### src/rtl/membus_pkg.sv
package membus_pkg;

  typedef enum logic [1:0] {
    PH_IDLE = 2'd0,
    PH_ADDR = 2'd1,
    PH_DATA = 2'd2
  } phase_e;

  typedef enum logic [1:0] {
    OP_READ  = 2'd0,
    OP_WRITE = 2'd1,
    OP_FETCH = 2'd2,
    OP_NONE  = 2'd3
  } op_e;

  function automatic logic op_reads(input op_e k);
    return (k == OP_READ) || (k == OP_FETCH);
  endfunction

endpackage

### src/rtl/membus_rst_sync.sv
module membus_rst_sync #(
  parameter int STAGES = 2
) (
  input  logic clk,
  input  logic arst_n,
  output logic srst_n
);
  logic [STAGES-1:0] pipe_q;

  generate
    if (STAGES == 1) begin : g_single
      always_ff @(posedge clk or negedge arst_n) begin
        if (!arst_n) pipe_q <= '0;
        else         pipe_q <= 1'b1;
      end
    end else begin : g_chain
      always_ff @(posedge clk or negedge arst_n) begin
        if (!arst_n) pipe_q <= '0;
        else         pipe_q <= {pipe_q[STAGES-2:0], 1'b1};
      end
    end
  endgenerate

  assign srst_n = pipe_q[STAGES-1];
endmodule

### src/rtl/membus_seq.sv
module membus_seq
  import membus_pkg::*;
(
  input  logic   clk,
  input  logic   rst_n,
  input  logic   step_en,
  input  logic   start,
  input  logic   ready,
  output phase_e phase,
  output logic   finish
);
  phase_e ph_q, ph_d;

  // next-state process
  always_comb begin
    ph_d   = ph_q;
    finish = 1'b0;
    if (step_en) begin
      unique case (ph_q)
        PH_IDLE: if (start) ph_d = PH_ADDR;
        PH_ADDR: ph_d = PH_DATA;
        PH_DATA: begin
          if (ready) begin
            ph_d   = PH_IDLE;
            finish = 1'b1;
          end
        end
        default: ph_d = PH_IDLE;
      endcase
    end
  end

  // state register
  always_ff @(posedge clk or negedge rst_n) begin
    if (!rst_n) ph_q <= PH_IDLE;
    else        ph_q <= ph_d;
  end

  assign phase = ph_q;
endmodule

### src/rtl/membus_req_hold.sv
module membus_req_hold
  import membus_pkg::*;
#(
  parameter int AW = 32,
  parameter int DW = 32
) (
  input  logic          clk,
  input  logic          rst_n,
  input  logic          load,
  input  op_e           in_kind,
  input  logic [AW-1:0] in_addr,
  input  logic [DW-1:0] in_wdata,
  output op_e           kind_q,
  output logic [AW-1:0] addr_q,
  output logic [DW-1:0] wdata_q
);
  op_e           kind_d;
  logic [AW-1:0] addr_d;
  logic [DW-1:0] wdata_d;

  always_comb begin
    kind_d  = kind_q;
    addr_d  = addr_q;
    wdata_d = wdata_q;
    if (load) begin
      kind_d  = in_kind;
      addr_d  = in_addr;
      wdata_d = in_wdata;
    end
  end

  always_ff @(posedge clk or negedge rst_n) begin
    if (!rst_n) begin
      kind_q  <= OP_NONE;
      addr_q  <= '0;
      wdata_q <= '0;
    end else begin
      kind_q  <= kind_d;
      addr_q  <= addr_d;
      wdata_q <= wdata_d;
    end
  end
endmodule

### src/rtl/membus_rd_capture.sv
module membus_rd_capture #(
  parameter int DW = 32
) (
  input  logic          clk,
  input  logic          rst_n,
  input  logic          finish,
  input  logic          is_read,
  input  logic [DW-1:0] bus_din,
  output logic [DW-1:0] rdata,
  output logic          done
);
  logic [DW-1:0] rdata_d;
  logic          cap_en;

  assign cap_en = finish && is_read;

  always_comb begin
    rdata_d = rdata;
    if (cap_en) rdata_d = bus_din;
  end

  always_ff @(posedge clk or negedge rst_n) begin
    if (!rst_n) begin
      rdata <= '0;
      done  <= 1'b0;
    end else begin
      rdata <= rdata_d;
      done  <= finish;
    end
  end
endmodule

### src/rtl/membus_ctrl.sv
module membus_ctrl
  import membus_pkg::*;
#(
  parameter int ADDR_W      = 32,
  parameter int DATA_W      = 32,
  parameter int SYNC_STAGES = 2
) (
  input  logic              clk,
  input  logic              rst_n,
  input  logic              step_en,
  input  logic              req_valid,
  input  logic [1:0]        req_kind,
  input  logic [ADDR_W-1:0] req_addr,
  input  logic [DATA_W-1:0] req_wdata,
  output logic              req_accept,
  output logic              done,
  output logic [DATA_W-1:0] rdata,
  output logic [ADDR_W-1:0] bus_addr,
  output logic              bus_rd,
  output logic              bus_wr,
  output logic              bus_fetch,
  output logic              bus_oe,
  output logic [DATA_W-1:0] bus_dout,
  input  logic [DATA_W-1:0] bus_din,
  input  logic              bus_ready,
  output logic [1:0]        bus_phase
);
  logic              core_rst_n;
  phase_e            phase;
  logic              finish;
  logic              start;
  op_e               in_kind;
  op_e               kind_q;
  logic [ADDR_W-1:0] addr_q;
  logic [DATA_W-1:0] wdata_q;
  logic              in_txn;

  membus_rst_sync #(.STAGES(SYNC_STAGES)) u_rst (
    .clk    (clk),
    .arst_n (rst_n),
    .srst_n (core_rst_n)
  );

  assign in_kind = op_e'(req_kind);
  assign start   = core_rst_n && (phase == PH_IDLE) && step_en &&
                   req_valid && (in_kind != OP_NONE);

  membus_seq u_seq (
    .clk     (clk),
    .rst_n   (core_rst_n),
    .step_en (step_en),
    .start   (start),
    .ready   (bus_ready),
    .phase   (phase),
    .finish  (finish)
  );

  membus_req_hold #(.AW(ADDR_W), .DW(DATA_W)) u_hold (
    .clk      (clk),
    .rst_n    (core_rst_n),
    .load     (start),
    .in_kind  (in_kind),
    .in_addr  (req_addr),
    .in_wdata (req_wdata),
    .kind_q   (kind_q),
    .addr_q   (addr_q),
    .wdata_q  (wdata_q)
  );

  membus_rd_capture #(.DW(DATA_W)) u_cap (
    .clk     (clk),
    .rst_n   (core_rst_n),
    .finish  (finish),
    .is_read (op_reads(kind_q)),
    .bus_din (bus_din),
    .rdata   (rdata),
    .done    (done)
  );

  assign in_txn = (phase != PH_IDLE);

  always_comb begin
    bus_addr  = in_txn ? addr_q : '0;
    bus_rd    = in_txn && op_reads(kind_q);
    bus_fetch = in_txn && (kind_q == OP_FETCH);
    bus_wr    = in_txn && (kind_q == OP_WRITE);
    bus_oe    = (phase == PH_DATA) && (kind_q == OP_WRITE);
    bus_dout  = bus_oe ? wdata_q : '0;
  end

  assign req_accept = start;
  assign bus_phase  = phase;
endmodule

### config.mk
export PLATFORM = sky130hd
export DESIGN_NAME = membus_ctrl
export DESIGN_NICKNAME = d
export VERILOG_FILES = /design/src/rtl/membus_pkg.sv /design/src/rtl/membus_rst_sync.sv /design/src/rtl/membus_seq.sv /design/src/rtl/membus_req_hold.sv /design/src/rtl/membus_rd_capture.sv /design/src/rtl/membus_ctrl.sv
export SDC_FILE = /design/constraint.sdc
export NUM_CORES = 1
export LEC_CHECK = 0
export BUFFER_PORTS_ARGS = -buffer_cell sky130_fd_sc_hd__buf_2
export CAP_MARGIN = 0
export CORE_UTILIZATION = 30
export CTS_CLUSTER_SIZE = 25
export DETAILED_ROUTE_END_ITERATION = 10
export GPL_TIMING_DRIVEN = 0
export PLACE_DENSITY_LB_ADDON = 0.1
export SETUP_SLACK_MARGIN = 0.5
export SYNTH_ARGS = -nofsm -noshare
export SYNTH_HDL_FRONTEND = slang
export SYNTH_SLANG_ARGS = --single-unit
### constraint.sdc
create_clock -name clk -period 3.83 [get_ports clk]
set_input_delay 0.1915 -clock clk [delete_from_list [all_inputs] [get_ports clk]]
set_output_delay 0.1915 -clock clk [all_outputs]
set_load 0.005 [all_outputs]
==> impl_summary.txt, run 1 <==
----------------------------------------------------
[Status]
  Run status ... finished, final reports clean

[Final layout]
  Final non-filler cell area ... 6050 um^2
  Antenna cells ... 0
  Area growth from synthesis to layout ... 35.5%
  # nets final ... 621
  Number of fill cells ... between 1000 and 1500
  Register cell area after layout ... 2580 um^2
  Number of standard cells in the final layout excluding fillers ... ~710
  Area of the multi-input gates ... roughly 1700 um^2
  Final core occ ... 0.416
  Share of post-route cells with drive strength above 1 ... 0.634

[CTS]
  CTS root buffer ... sky130_fd_sc_hd__clkbuf_16
  Buffers inserted during post-CTS setup optimization ... 0
  Maximum count of clock buffers along a single path ... 2
  # resized after CTS ... 0
  CTS tree ... done
  Clock latency of the later-clocked register in the worst-skew pair ... 0.34 ns
  Number of clock buffers inserted by TritonCTS ... 9
  Clock transition time at the flip-flop clock pins of the worst setup and hold paths ... 0.07 ns
  Clock tree sinks ... about 100
  Hold-fix buffers, CTS ... 1
  H-Tree Level Count ... 3

[Placed design]
  Dpl cells ... 690
  Number of port buffers ... 206
  Sum of net half-perimeters after detailed placement ... 7650 um
  Gpl congestion ... 0.671
  Pre-CTS setup slack ... between 1 and 1.5 ns
  Total cell area at the placement stage ... 5760 um^2

[Logic synthesis]
  Number of storage elements in the synthesis netlist ... 103
  Share of synthesized cell area in full adder, half adder and majority cells ... 0
  Share of the synthesized area in the top cell type ... 0.566
  Net count of the mapped netlist ... 402
  Post-Synthesis Cell Area ... 4460 um^2
  Simple-gate area share of the yosys netlist ... 0.109
  Mean cell area of the mapped netlist ... ~15 um^2
  Largest area contributor in the synthesized netlist ... sky130_fd_sc_hd__dfrtp_1
  Proportion of synthesized area in mux cells ... 0.272
  XOR/XNOR Fraction of Synth Area ... 0
  Count of different cell masters after synthesis ... 23
  Synthesized instance count ... about 300
  Area fraction in compound gates after synthesis ... 0.00505
  Main combinational cell family by area after synthesis ... multiplexers
  Ys Warns ... 0
  Cell types with the largest area share after synthesis ... sky130_fd_sc_hd__dfrtp_1 (57%), sky130_fd_sc_hd__mux2_2 (16%), sky130_fd_sc_hd__mux2_4 (10%)
  Sequential cell area fraction in the yosys report ... 0.578

[Power and ir drop]
  Leak ... 3.09 nW
  Cell Pwr Density ... 595 nW/um^2
  Total power draw ... ~3.6 mW
  Peak VDD IR ... 217 uV

[Drt]
  Wirelength per Cell ... 14.4 um
  Iter 0 DRT Violations ... 52
  Final routed DRC violation total ... 0
  WL final ... 10200 um
  Post-DRT Antenna Nets ... 0
  Count of TritonRoute iterations in the first routing pass ... 4
  Count of vias placed by the detailed router ... 3063
  Routed via count divided by cell count ... 4.34

[Timing]
  Slew at the pin closest to its max-slew limit ... approximately 0.71 ns
  Maximum clock rate ... around 400 MHz
  Final worst hold slack ... 0.0605 ns
  Number of slew-limit violations in the final report ... 0
  Rel. slew slack ... 0.530
  Unrepaired setup endpoints after global routing ... no
  Total count of hold-check failures in the final report ... 0
  Final-layout setup total negative slack ... 0 ns
  Minimum setup slack in the final design ... 1.32 ns
  Crit path time final ... 2.51 ns
  Setup Viol. Count Final ... 0
  Final critical-path share of the clock period ... 0.655
  Post-Route Skew ... 0.00531 ns

[Die]
  Core area ... 14500 um^2
  Horiz. Die Dim ... between 100 and 150 um
  Starting utilization of the core area ... 0.307
  Die area ... 15400 um^2
  Die boundary height ... about 120 um
  Standard-cell rows ... 44
  Top-level I/O count ... 207

[Global routing]
  Final global-route overflow total ... 0
  Largest net degree at the start of global routing ... 53
  Combined global-route utilization of all metal layers ... 0.136
  Initial antenna violation count ... 0
  Wire length of the first global-routing pass ... about 16000 um
  Via count of the first global-routing pass ... 3106

[Worst setup path]
  Crit Path Max Fanout ... 52
  Category of the most critical setup path ... register to output port
  Endpoint type of the worst setup path ... output port
  Data arrival time of the worst path ... between 2 and 2.5 ns
  Launching element type of the critical path ... register
  Data required time at the worst endpoint ... 3.64 ns

[Run]
  Number of max-cap violations ... 0

[Worst hold path]
  Tightest Hold Check Type ... primary input to register

----------------------------------------------------
-- layout make-up --
type                            instances  area share
Sequential cell                       103       0.427
Multi-Input combinational cell        177       0.286
Timing Repair Buffer                  208       0.177
Clock buffer                           12      0.0391
Tap cell                              184      0.0381
Buffer                                 17      0.0244
Clock inverter                          3     0.00745
Inverter                                2     0.00124
-- power by group --
group          total, mW  switching, mW  internal, mW
combinational       1.01          0.345         0.665
sequential          1.70          0.200          1.50
clock              0.886          0.382         0.504
-- flip-flops by register name, summed over array words and instances (netlist names) --
| signal | cells |
|---|---|
| u_cap.rdata | 32 |
| u_cap.done | 1 |
| u_hold.wdata_q | 32 |
| u_rst.pipe_q | 2 |
| u_seq.phase | 2 |
| u_hold.addr_q | 32 |
| u_hold.kind_q | 2 |
-- logic make-up (layout without fill, tap and decap cells) --
kind of cell	Yosys count	count (layout)
multiplexers	98	98
AO/OA/AOI/OAI	4	4
flip-flops	103	103
buffers and inverters	19	242
other	1	1
AND/OR/NAND/NOR	74	74
-- critical path: stages, from the launching register on --
cell and delay [ns]:
sky130_fd_sc_hd__dfrtp_4 0.87, sky130_fd_sc_hd__buf_16 0.33, sky130_fd_sc_hd__nand4_2 0.22, sky130_fd_sc_hd__buf_6 0.22, sky130_fd_sc_hd__buf_6 0.15, sky130_fd_sc_hd__inv_1 0.05
sky130_fd_sc_hd__buf_2 0.10
-- final timing paths --
kind                            startpoint                 to  slack, ns  depth (start not counted)
min in group asynchronous            rst_n    u_rst.pipe_q[1]       0.14                          2
max reg2reg                u_rst.pipe_q[1]  u_hold.addr_q[29]       1.57                          5
min                           req_addr[30]  u_hold.addr_q[30]       0.06                          2
max                        u_rst.pipe_q[1]         req_accept       1.32                          6
max in group asynchronous  u_rst.pipe_q[1]   u_hold.kind_q[1]       2.71                          1
min reg2reg                u_rst.pipe_q[0]    u_rst.pipe_q[1]       0.35                          0
-- placed cells by master (no fill, tap or decap), types with 3 or more instances in the layout --
cell / instances
sky130_fd_sc_hd__buf_2: 210
sky130_fd_sc_hd__dfrtp_1: 100
sky130_fd_sc_hd__mux2_2: 64
sky130_fd_sc_hd__and2_1: 33
sky130_fd_sc_hd__nor2b_1: 32
sky130_fd_sc_hd__mux2_4: 30
sky130_fd_sc_hd__clkbuf_1: 9
sky130_fd_sc_hd__clkbuf_16: 9
sky130_fd_sc_hd__buf_6: 4
sky130_fd_sc_hd__mux2_1: 4
sky130_fd_sc_hd__buf_12: 3
sky130_fd_sc_hd__o21ai_0: 3
-- Yosys cell counts, drive strengths merged --
library cell    n
a21boi          1
buf            11
clkbuf          6
inv             2
nor2            2
nand2           2
and4bb          1
dfrtp         101
o21ai           3
nor3b           1
dfstp           2
nor2b          33
and2           33
nand4           1
mux2           98
conb            1
and4b           1
-- per-layer routing --
layer  vias to the layer above  wire, um  track usage
met5                         -         0            0
met4                         0       138       0.0536
met3                         8       970       0.0536
met2                       129      4740        0.222
met1                      1487      4340        0.160
li1                       1439         -            -
No activity file was read; power rests on OpenSTA's default activity.
==> inputs of run 2 (changes only) <==
--- a/config.mk
+++ b/config.mk
@@ -5,6 +5,7 @@
 export SDC_FILE = /design/constraint.sdc
 export NUM_CORES = 1
 export LEC_CHECK = 0
+export ABC_AREA = 1
 export BUFFER_PORTS_ARGS = -buffer_cell sky130_fd_sc_hd__buf_2
 export CAP_MARGIN = 0
 export CORE_UTILIZATION = 30
==> constraint.sdc (replaced) <==
create_clock -name clk -period 2.6 [get_ports clk]
set_input_delay 0.13 -clock clk [delete_from_list [all_inputs] [get_ports clk]]
set_output_delay 0.13 -clock clk [all_outputs]
set_load 0.005 [all_outputs]
==> run 2 against run 1 <==
- synthesized cell count up 97%
- clock skew increased by 0.0022 ns
- largest cell class unchanged
- via count is 56% higher
- first-iteration DRC count grew to 3.0 times the previous value
- combinational power rose to 2.7 times the previous value
- sequential power grew 56%
- register-to-register slack got worse by 0.73 ns
- utilization increased by 5.2 points
- wire length rose by 42%
- critical path depth down 2
- synthesized area increased by 6.5%
- critical endpoint is now bus_wr
- die area increased by 6.4%
==> impl_summary.txt, run 2 <==
----------------------------------------------------
[Final layout]
  Area growth from synthesis to layout ... 50.6% (was 35.5%)
  Commonest non-fill, non-tap cells in the layout ... sky130_fd_sc_hd__buf_2 (219), sky130_fd_sc_hd__nand2_1 (201), sky130_fd_sc_hd__dfrtp_1 (100) (was sky130_fd_sc_hd__buf_2 (210), sky130_fd_sc_hd__dfrtp_1 (100), sky130_fd_sc_hd__mux2_2 (64))
  # nets final ... 981 (was 621)
  Share of post-route cells with drive strength above 1 ... 0.288 (was 0.634)
  Commonest non-fill, non-tap cell in the layout ... sky130_fd_sc_hd__buf_2 (unchanged)
  Biggest regs ... u_cap.rdata x32, u_hold.addr_q x32, u_hold.wdata_q x32 (unchanged)
  Number of fill cells ... 1562 (was 1443)
  Antenna cells ... 0 (unchanged)

[CTS]
  Number of clock buffers inserted by TritonCTS ... 9 (unchanged)
  Clock latency of the later-clocked register in the worst-skew pair ... 0.35 ns (was 0.34 ns)
  Clock tree sinks ... 103 (unchanged)
  H-Tree Level Count ... 3 (unchanged)
  Maximum count of clock buffers along a single path ... 2 (unchanged)
  CTS tree ... done (unchanged)
  CTS root buffer ... sky130_fd_sc_hd__clkbuf_16 (unchanged)
  Clock transition time at the flip-flop clock pins of the worst setup and hold paths ... 0.07 ns (about the same)

[Timing]
  Maximum clock rate ... a little over 500 MHz
  Post-Route Skew ... 0.00752 ns (was 0.00531 ns)
  Minimum setup slack in the final design ... 0.671 ns (was 1.32 ns)
  Setup Viol. Count Final ... 0 (unchanged)
  Crit path time final ... between 1.5 and 2 ns
  Unrepaired setup endpoints after global routing ... no (unchanged)
  Final critical-path share of the clock period ... 0.742
  Total count of hold-check failures in the final report ... 0 (unchanged)
  Final worst hold slack ... 0.0196 ns (was 0.0605 ns)
  Rel. slew slack ... 0.664 (was 0.530)
  Slew at the pin closest to its max-slew limit ... 0.504 ns (was 0.705 ns)
  Number of slew-limit violations in the final report ... 0 (unchanged)

[Logic synthesis]
  Largest area contributor in the synthesized netlist ... sky130_fd_sc_hd__dfrtp_1 (unchanged)
  Cell types with the largest area share after synthesis ... sky130_fd_sc_hd__dfrtp_1 (53%), sky130_fd_sc_hd__nand2_1 (16%), sky130_fd_sc_hd__o21bai_1 (10%) (was sky130_fd_sc_hd__dfrtp_1 (57%), sky130_fd_sc_hd__mux2_2 (16%), sky130_fd_sc_hd__mux2_4 (10%))
  Post-synth top flop ... sky130_fd_sc_hd__dfrtp_1 (unchanged)
  Net count of the mapped netlist ... 691 (was 402)
  Sequential cell area fraction in the yosys report ... 0.543 (was 0.578)
  Number of storage elements in the synthesis netlist ... 103 (unchanged)
  Post-Synthesis Cell Area ... 4750 um^2 (was 4460 um^2)
  Async S/R FF share, synth ... 1.00 (unchanged)
  Ys Warns ... 0 (unchanged)
  Synthesized instance count ... 588 (was 299)
  Post-synth EDFFs ... 0 (unchanged)
  Most frequent cell after synthesis ... sky130_fd_sc_hd__nand2_1 (was sky130_fd_sc_hd__dfrtp_1)
  Commonest cells in the synthesized netlist ... sky130_fd_sc_hd__nand2_1 (201), sky130_fd_sc_hd__dfrtp_1 (101), sky130_fd_sc_hd__inv_1 (70) (was sky130_fd_sc_hd__dfrtp_1 (101), sky130_fd_sc_hd__mux2_2 (64), sky130_fd_sc_hd__and2_1 (33))
  Count of different cell masters after synthesis ... 20 (was 23)
  Share of the synthesized area in the top cell type ... 0.532 (was 0.566)
  Mean cell area of the mapped netlist ... 8.09 um^2 (was 14.9 um^2)

[Drt]
  Routed via count divided by cell count ... 4.35 (was 4.34)
  Count of TritonRoute iterations in the first routing pass ... 4 (unchanged)
  Post-DRT Antenna Nets ... 0 (unchanged)
  Iter 0 DRT Violations ... 156 (was 52)
  WL final ... 14500 um (was 10200 um)
  Final routed DRC violation total ... 0 (unchanged)
  Wirelength per Cell ... 13.3 um (was 14.4 um)
  Count of vias placed by the detailed router ... 4763 (was 3063)

[Power and ir drop]
  Leak ... 4.00 nW (was 3.09 nW)
  Clock power share ... 0.216 (was 0.246)
  Combinational power share ... 0.396 (was 0.281)
  Net switching power ... 2.41 mW (was 0.926 mW)
  Total internal power ... 4.42 mW (was 2.67 mW)
  Switching Fraction ... 0.353 (was 0.258)
  Seq pwr share ... 0.389 (was 0.473)
  Peak VDD IR ... 413 uV (was 217 uV)
  Cell Pwr Density ... 954 nW/um^2 (was 595 nW/um^2)

[Die]
  Top-level I/O count ... 207 (unchanged)
  Horiz. Die Dim ... 128 um (was 124 um)
  Die area ... 16400 um^2 (was 15400 um^2)
  Die boundary height ... 128 um (was 124 um)
  Starting utilization of the core area ... 0.310 (was 0.307)
  Standard-cell rows ... 45 (was 44)
  Core area ... 15300 um^2 (was 14500 um^2)

[Global routing]
  Combined global-route utilization of all metal layers ... 0.181 (was 0.136)
  Final global-route overflow total ... 0 (unchanged)
  Largest net degree at the start of global routing ... 52 (was 53)
  Wire length of the first global-routing pass ... 23100 um (was 15500 um)
  Via count of the first global-routing pass ... 4811 (was 3106)
  Initial antenna violation count ... 0 (unchanged)

[Worst setup path]
  Launching element type of the critical path ... register (unchanged)
  Data arrival time of the worst path ... 1.80 ns (was 2.32 ns)
  Data required time at the worst endpoint ... 2.47 ns (was 3.64 ns)
  Category of the most critical setup path ... register to output port (unchanged)
  Setup slack of the most critical reg-to-reg path ... 0.84 ns (was 1.57 ns)
  Endpoint type of the worst setup path ... output port (unchanged)
  Crit Path Max Fanout ... 10 (was 52)

[Status]
  Run status ... finished, final reports clean (unchanged)

[Placed design]
  Sum of net half-perimeters after detailed placement ... 9760 um (was 7650 um)
  Pre-CTS setup slack ... -0.0616 ns (was 1.47 ns)
  Gpl congestion ... 0.795 (was 0.671)
  Number of port buffers ... 206 (unchanged)

[Worst hold path]
  Tightest Hold Check Type ... primary input to register (unchanged)

[Run]
  Number of max-cap violations ... 0 (unchanged)

----------------------------------------------------
-- run 2: cell count changes after synthesis, moves of 30 or more --
| cell | delta |
|---|---|
| sky130_fd_sc_hd__and2_1 | -33 |
| sky130_fd_sc_hd__nand3_1 | +33 |
| sky130_fd_sc_hd__nand2_1 | +199 |
| sky130_fd_sc_hd__mux2_2 | -64 |
| sky130_fd_sc_hd__mux2_4 | -30 |
| sky130_fd_sc_hd__nor2b_1 | -32 |
| sky130_fd_sc_hd__nor2_1 | +66 |
| sky130_fd_sc_hd__inv_1 | +68 |
| sky130_fd_sc_hd__o21bai_1 | +66 |
-- run 2: power by group through the flow --
stage	logic [mW]	clock network, mW	registers [mW]
floorplan	1.55	0	2.69
global placement	2.55	0	2.69
detailed placement	2.60	0	2.71
CTS	2.74	1.54	2.66
global route	3.10	1.60	2.75
finish	2.70	1.48	2.66
-- run 2: layout make-up --
class / instances / area [um^2] / area share
Sequential cell: 103 / 2580 / 0.361
Timing Repair Buffer: 279 / 1790 / 0.251
Multi-Input combinational cell: 378 / 1760 / 0.245
Inverter: 71 / 267 / 0.0372
Tap cell: 211 / 264 / 0.0369
Clock buffer: 11 / 243 / 0.0339
Buffer: 36 / 171 / 0.0239
Clock inverter: 5 / 81.3 / 0.0114
-- run 2: per-layer routing --
layer,up-vias,part of all wire,global-route usage
li1,2366,-,-
met1,2218,0.45,0.233
met2,157,0.46,0.296
met3,22,0.059,0.0363
met4,0,0.022,0.0775
met5,-,0,0
-- run 2: cells by family after synthesis --
| group | share of synthesized area |
|---|---|
| other | 0.000789 |
| and+or+nand+nor | 0.258 |
| AOI/OAI and AO/OA | 0.108 |
| buffers and inverters | 0.0908 |
| DFF | 0.543 |
-- run 2: final timing paths --
path                                   from                to  cells past startpoint
max reg2reg                u_hold.kind_q[0]   u_cap.rdata[21]                      5
min reg2reg                 u_rst.pipe_q[1]  u_hold.addr_q[5]                      0
max in group asynchronous   u_rst.pipe_q[1]  u_hold.kind_q[0]                      1
min in group asynchronous             rst_n   u_rst.pipe_q[1]                      2
max                        u_hold.kind_q[0]            bus_wr                      4
min                             bus_din[18]   u_cap.rdata[18]                      3
-- run 2: what timing repair did --
action                                  CTS  global route
cloned                                    0             0
buffers inserted                          2             1
resized for setup                         3             8
hold endpoints to repair                 71             0
hold buffers                             70             0
endpoints found under the setup margin   98            32
-- run 2: per-stage QoR --
stage                     total power [mW]  std cells  instance area (um^2)  TNS [ns]   util
after floorplan                       4.24        588                  4770         0      -
after global placement                5.24       1005                  6060  -0.00118  0.396
after detailed placement              5.32       1005                  6060    -0.914  0.396
after CTS                             6.94       1093                  7140         0  0.466
after global routing                  7.44       1094                  7160         0  0.468
final                                 6.83       1094                  7160         0  0.468
-- run 2: worst max-delay path, cell delays in order, from the launching register on --
cell	delay [ns]
sky130_fd_sc_hd__dfstp_2	0.57
sky130_fd_sc_hd__clkinv_1	0.25
sky130_fd_sc_hd__clkbuf_2	0.29
sky130_fd_sc_hd__nor3_1	0.20
sky130_fd_sc_hd__buf_2	0.15
==> inputs of run 3 (changes only) <==
==> constraint.sdc (replaced) <==
create_clock -name clk -period 1.8 [get_ports clk]
set_input_delay 0.09 -clock clk [delete_from_list [all_inputs] [get_ports clk]]
set_output_delay 0.09 -clock clk [all_outputs]
set_load 0.005 [all_outputs]
==> run 3 against run 2 <==
- sequential share of layout area decreased by 7.9 points
- cell count increased by 7.7%
- count of clock-buffer cells in the layout increased by 1
- utilization increased by 13 points
- flip-flop and latch count unchanged
- largest cell class is now buffers
- largest power group unchanged
==> impl_summary.txt, run 3 (synthesis gave the netlist of run 2 again) <==
----------------------------------------------------
[Status]
  Run status ... finished, final reports clean (unchanged)

[Power and ir drop]
  Peak VDD IR ... 572 uV (was 413 uV)
  Leak ... 4.87 nW (was 4.00 nW)
  Cell Pwr Density ... 1310 nW/um^2 (was 954 nW/um^2)

[Timing]
  Unrepaired setup endpoints after global routing ... yes (was no)
  Crit path time final ... ~1.6 ns
  Number of slew-limit violations in the final report ... 0 (unchanged)
  Final critical-path share of the clock period ... 0.908
  Setup Viol. Count Final ... 0 (unchanged)
  Final worst hold slack ... 0.0301 ns (was 0.0196 ns)
  Post-Route Skew ... 0.00840 ns (was 0.00752 ns)
  Total count of hold-check failures in the final report ... 0 (unchanged)
  Maximum clock rate ... 612 MHz

[CTS]
  CTS tree ... done (unchanged)
  CTS root buffer ... sky130_fd_sc_hd__clkbuf_16 (unchanged)
  Clock latency of the later-clocked register in the worst-skew pair ... 0.35 ns (about the same)
  H-Tree Level Count ... 3 (unchanged)
  Clock transition time at the flip-flop clock pins of the worst setup and hold paths ... 0.07 ns (about the same)
  Maximum count of clock buffers along a single path ... 2 (unchanged)
  Clock tree sinks ... 103 (unchanged)
  Number of clock buffers inserted by TritonCTS ... 9 (unchanged)

[Die]
  Standard-cell rows ... 45 (unchanged)
  Die area ... 16400 um^2 (unchanged)
  Starting utilization of the core area ... 0.310 (unchanged)
  Top-level I/O count ... 207 (unchanged)
  Die boundary height ... 128 um (unchanged)
  Core area ... 15300 um^2 (unchanged)
  Horiz. Die Dim ... 128 um (unchanged)

[Final layout]
  Number of standard cells in the final layout excluding fillers ... 1178 (was 1094)
  Biggest regs ... u_cap.rdata x32, u_hold.addr_q x32, u_hold.wdata_q x32 (unchanged)
  # nets final ... 1065 (was 981)
  Area growth from synthesis to layout ... 93.4% (was 50.6%)
  Commonest non-fill, non-tap cell in the layout ... sky130_fd_sc_hd__buf_2 (unchanged)
  Antenna cells ... 0 (unchanged)
  Share of post-route cells with drive strength above 1 ... 0.498 (was 0.288)
  Commonest non-fill, non-tap cells in the layout ... sky130_fd_sc_hd__buf_2 (202), sky130_fd_sc_hd__dlygate4sd3_1 (100), sky130_fd_sc_hd__dfrtp_1 (98) (was sky130_fd_sc_hd__buf_2 (219), sky130_fd_sc_hd__nand2_1 (201), sky130_fd_sc_hd__dfrtp_1 (100))

[Worst setup path]
  Delay of the slowest cell on the worst path ... 0.45 ns (was 0.57 ns)
  Data arrival time of the worst path ... 1.54 ns (was 1.80 ns)
  Category of the most critical setup path ... register to output port (unchanged)
  Crit Path Max Fanout ... 10 (unchanged)
  Largest delay contributor family on the critical path ... flip-flops (was buffers and inverters)
  Launching element type of the critical path ... register (unchanged)
  Ordered list of cells on the worst path ... nor2_4, nand3_4, clkbuf_16, nor2_1, buf_2 (was clkinv_1, clkbuf_2, nor3_1, buf_2)
  Data required time at the worst endpoint ... 1.71 ns (was 2.47 ns)
  Library cell contributing the largest single delay on the critical path ... sky130_fd_sc_hd__dfrtp_2 (was sky130_fd_sc_hd__dfstp_2)
  Endpoint type of the worst setup path ... output port (unchanged)
  Crit path buffers/inverters ... 2 (was 3)

[Worst hold path]
  Tightest Hold Check Type ... primary input to register (unchanged)

[Drt]
  Count of vias placed by the detailed router ... 5134 (was 4763)
  Count of TritonRoute iterations in the first routing pass ... 4 (unchanged)
  Final routed DRC violation total ... 0 (unchanged)
  Wirelength per Cell ... 14.1 um (was 13.3 um)
  Iter 0 DRT Violations ... 135 (was 156)
  WL final ... 16600 um (was 14500 um)
  Post-DRT Antenna Nets ... 0 (unchanged)
  Routed via count divided by cell count ... 4.36 (was 4.35)

[Global routing]
  Via count of the first global-routing pass ... 5035 (was 4811)
  Combined global-route utilization of all metal layers ... 0.199 (was 0.181)
  Initial antenna violation count ... 0 (unchanged)
  Wire length of the first global-routing pass ... 25300 um (was 23100 um)
  Final global-route overflow total ... 0 (unchanged)
  Largest net degree at the start of global routing ... 52 (unchanged)

[Placed design]
  Dpl cells ... 1005 (unchanged)
  Number of port buffers ... 206 (unchanged)
  Gpl congestion ... 0.756 (was 0.795)
  Sum of net half-perimeters after detailed placement ... 9600 um (was 9760 um)

[Run]
  Number of max-cap violations ... 0 (unchanged)

----------------------------------------------------
==> run 3: cell types whose count changed in the layout (fill, tap and decap cells not counted), sizes merged <==
cell	before	now
bufinv	2	1
clkbuf	28	31
clkinvlp	1	0
dlygate4sd3	70	100
buf	228	280
inv	71	72
==> run 3: metal layers <==
metal / global-route usage / vias to the layer above / wire length (um)
li1: - / 2539 / -
met1: 0.272 / 2436 / 7500
met2: 0.322 / 135 / 8090
met3: 0.0284 / 24 / 634
met4: 0.0713 / 0 / 344
met5: 0 / - / 0
==> run 3: worst paths after layout <==
| kind | startpoint | endpoint | slack [ns] | cells past startpoint |
|---|---|---|---|---|
| max | u_seq.phase[0] | bus_dout[3] | 0.17 | 5 |
| max reg2reg | u_seq.phase[0] | u_hold.addr_q[22] | 0.20 | 10 |
| min in group asynchronous | rst_n | u_rst.pipe_q[1] | 0.04 | 2 |
| max in group asynchronous | u_rst.pipe_q[1] | u_hold.kind_q[0] | 0.83 | 2 |
| min | step_en | u_seq.phase[0] | 0.03 | 2 |
| min reg2reg | u_rst.pipe_q[0] | u_rst.pipe_q[1] | 0.36 | 0 |
==> run 3: power breakdown <==
part	switching, mW	internal (mW)
Combinational	2.97	3.08
Sequential	0.509	3.44
Clock	0.881	1.16
Total	4.36	7.69
==> run 3: final cells by class <==
| type | count | area (um^2) |
|---|---|---|
| fillers | 1363 | 6120 |
| repair buffers | 363 | 2880 |
| flip-flops and latches | 103 | 2590 |
| multi-input cells | 378 | 2380 |
| plain buffers | 36 | 502 |
| inverters | 71 | 274 |
| well taps | 211 | 264 |
| clock buffers | 12 | 256 |
| clock inverters | 4 | 52.6 |
==> run 3: timing repair <==
| action | 4_1_cts | 5_1_grt |
|---|---|---|
| gates resized for setup | 156 | 165 |
| pin swaps | 8 | 5 |
| endpoints found under the setup margin | 269 | 168 |
| cloned | 9 | 4 |
| endpoints found under the hold margin | 101 | 0 |
| buffers inserted | 33 | 11 |
| hold buffers | 100 | 0 |
==> run 3: through the flow <==
stage                     TNS, ns  cell area, um^2  total power [mW]   util  worst slack (ns)
after floorplan             -5.45             4830              6.15      -            -0.141
after global placement     -46.13             6120              7.58  0.400            -0.784
after detailed placement   -48.15             6120              7.68  0.400            -0.806
after CTS                       0             8470              11.1  0.553             0.151
after global routing            0             9200              12.9  0.600            0.0590
final                           0             9200              12.1  0.600             0.166
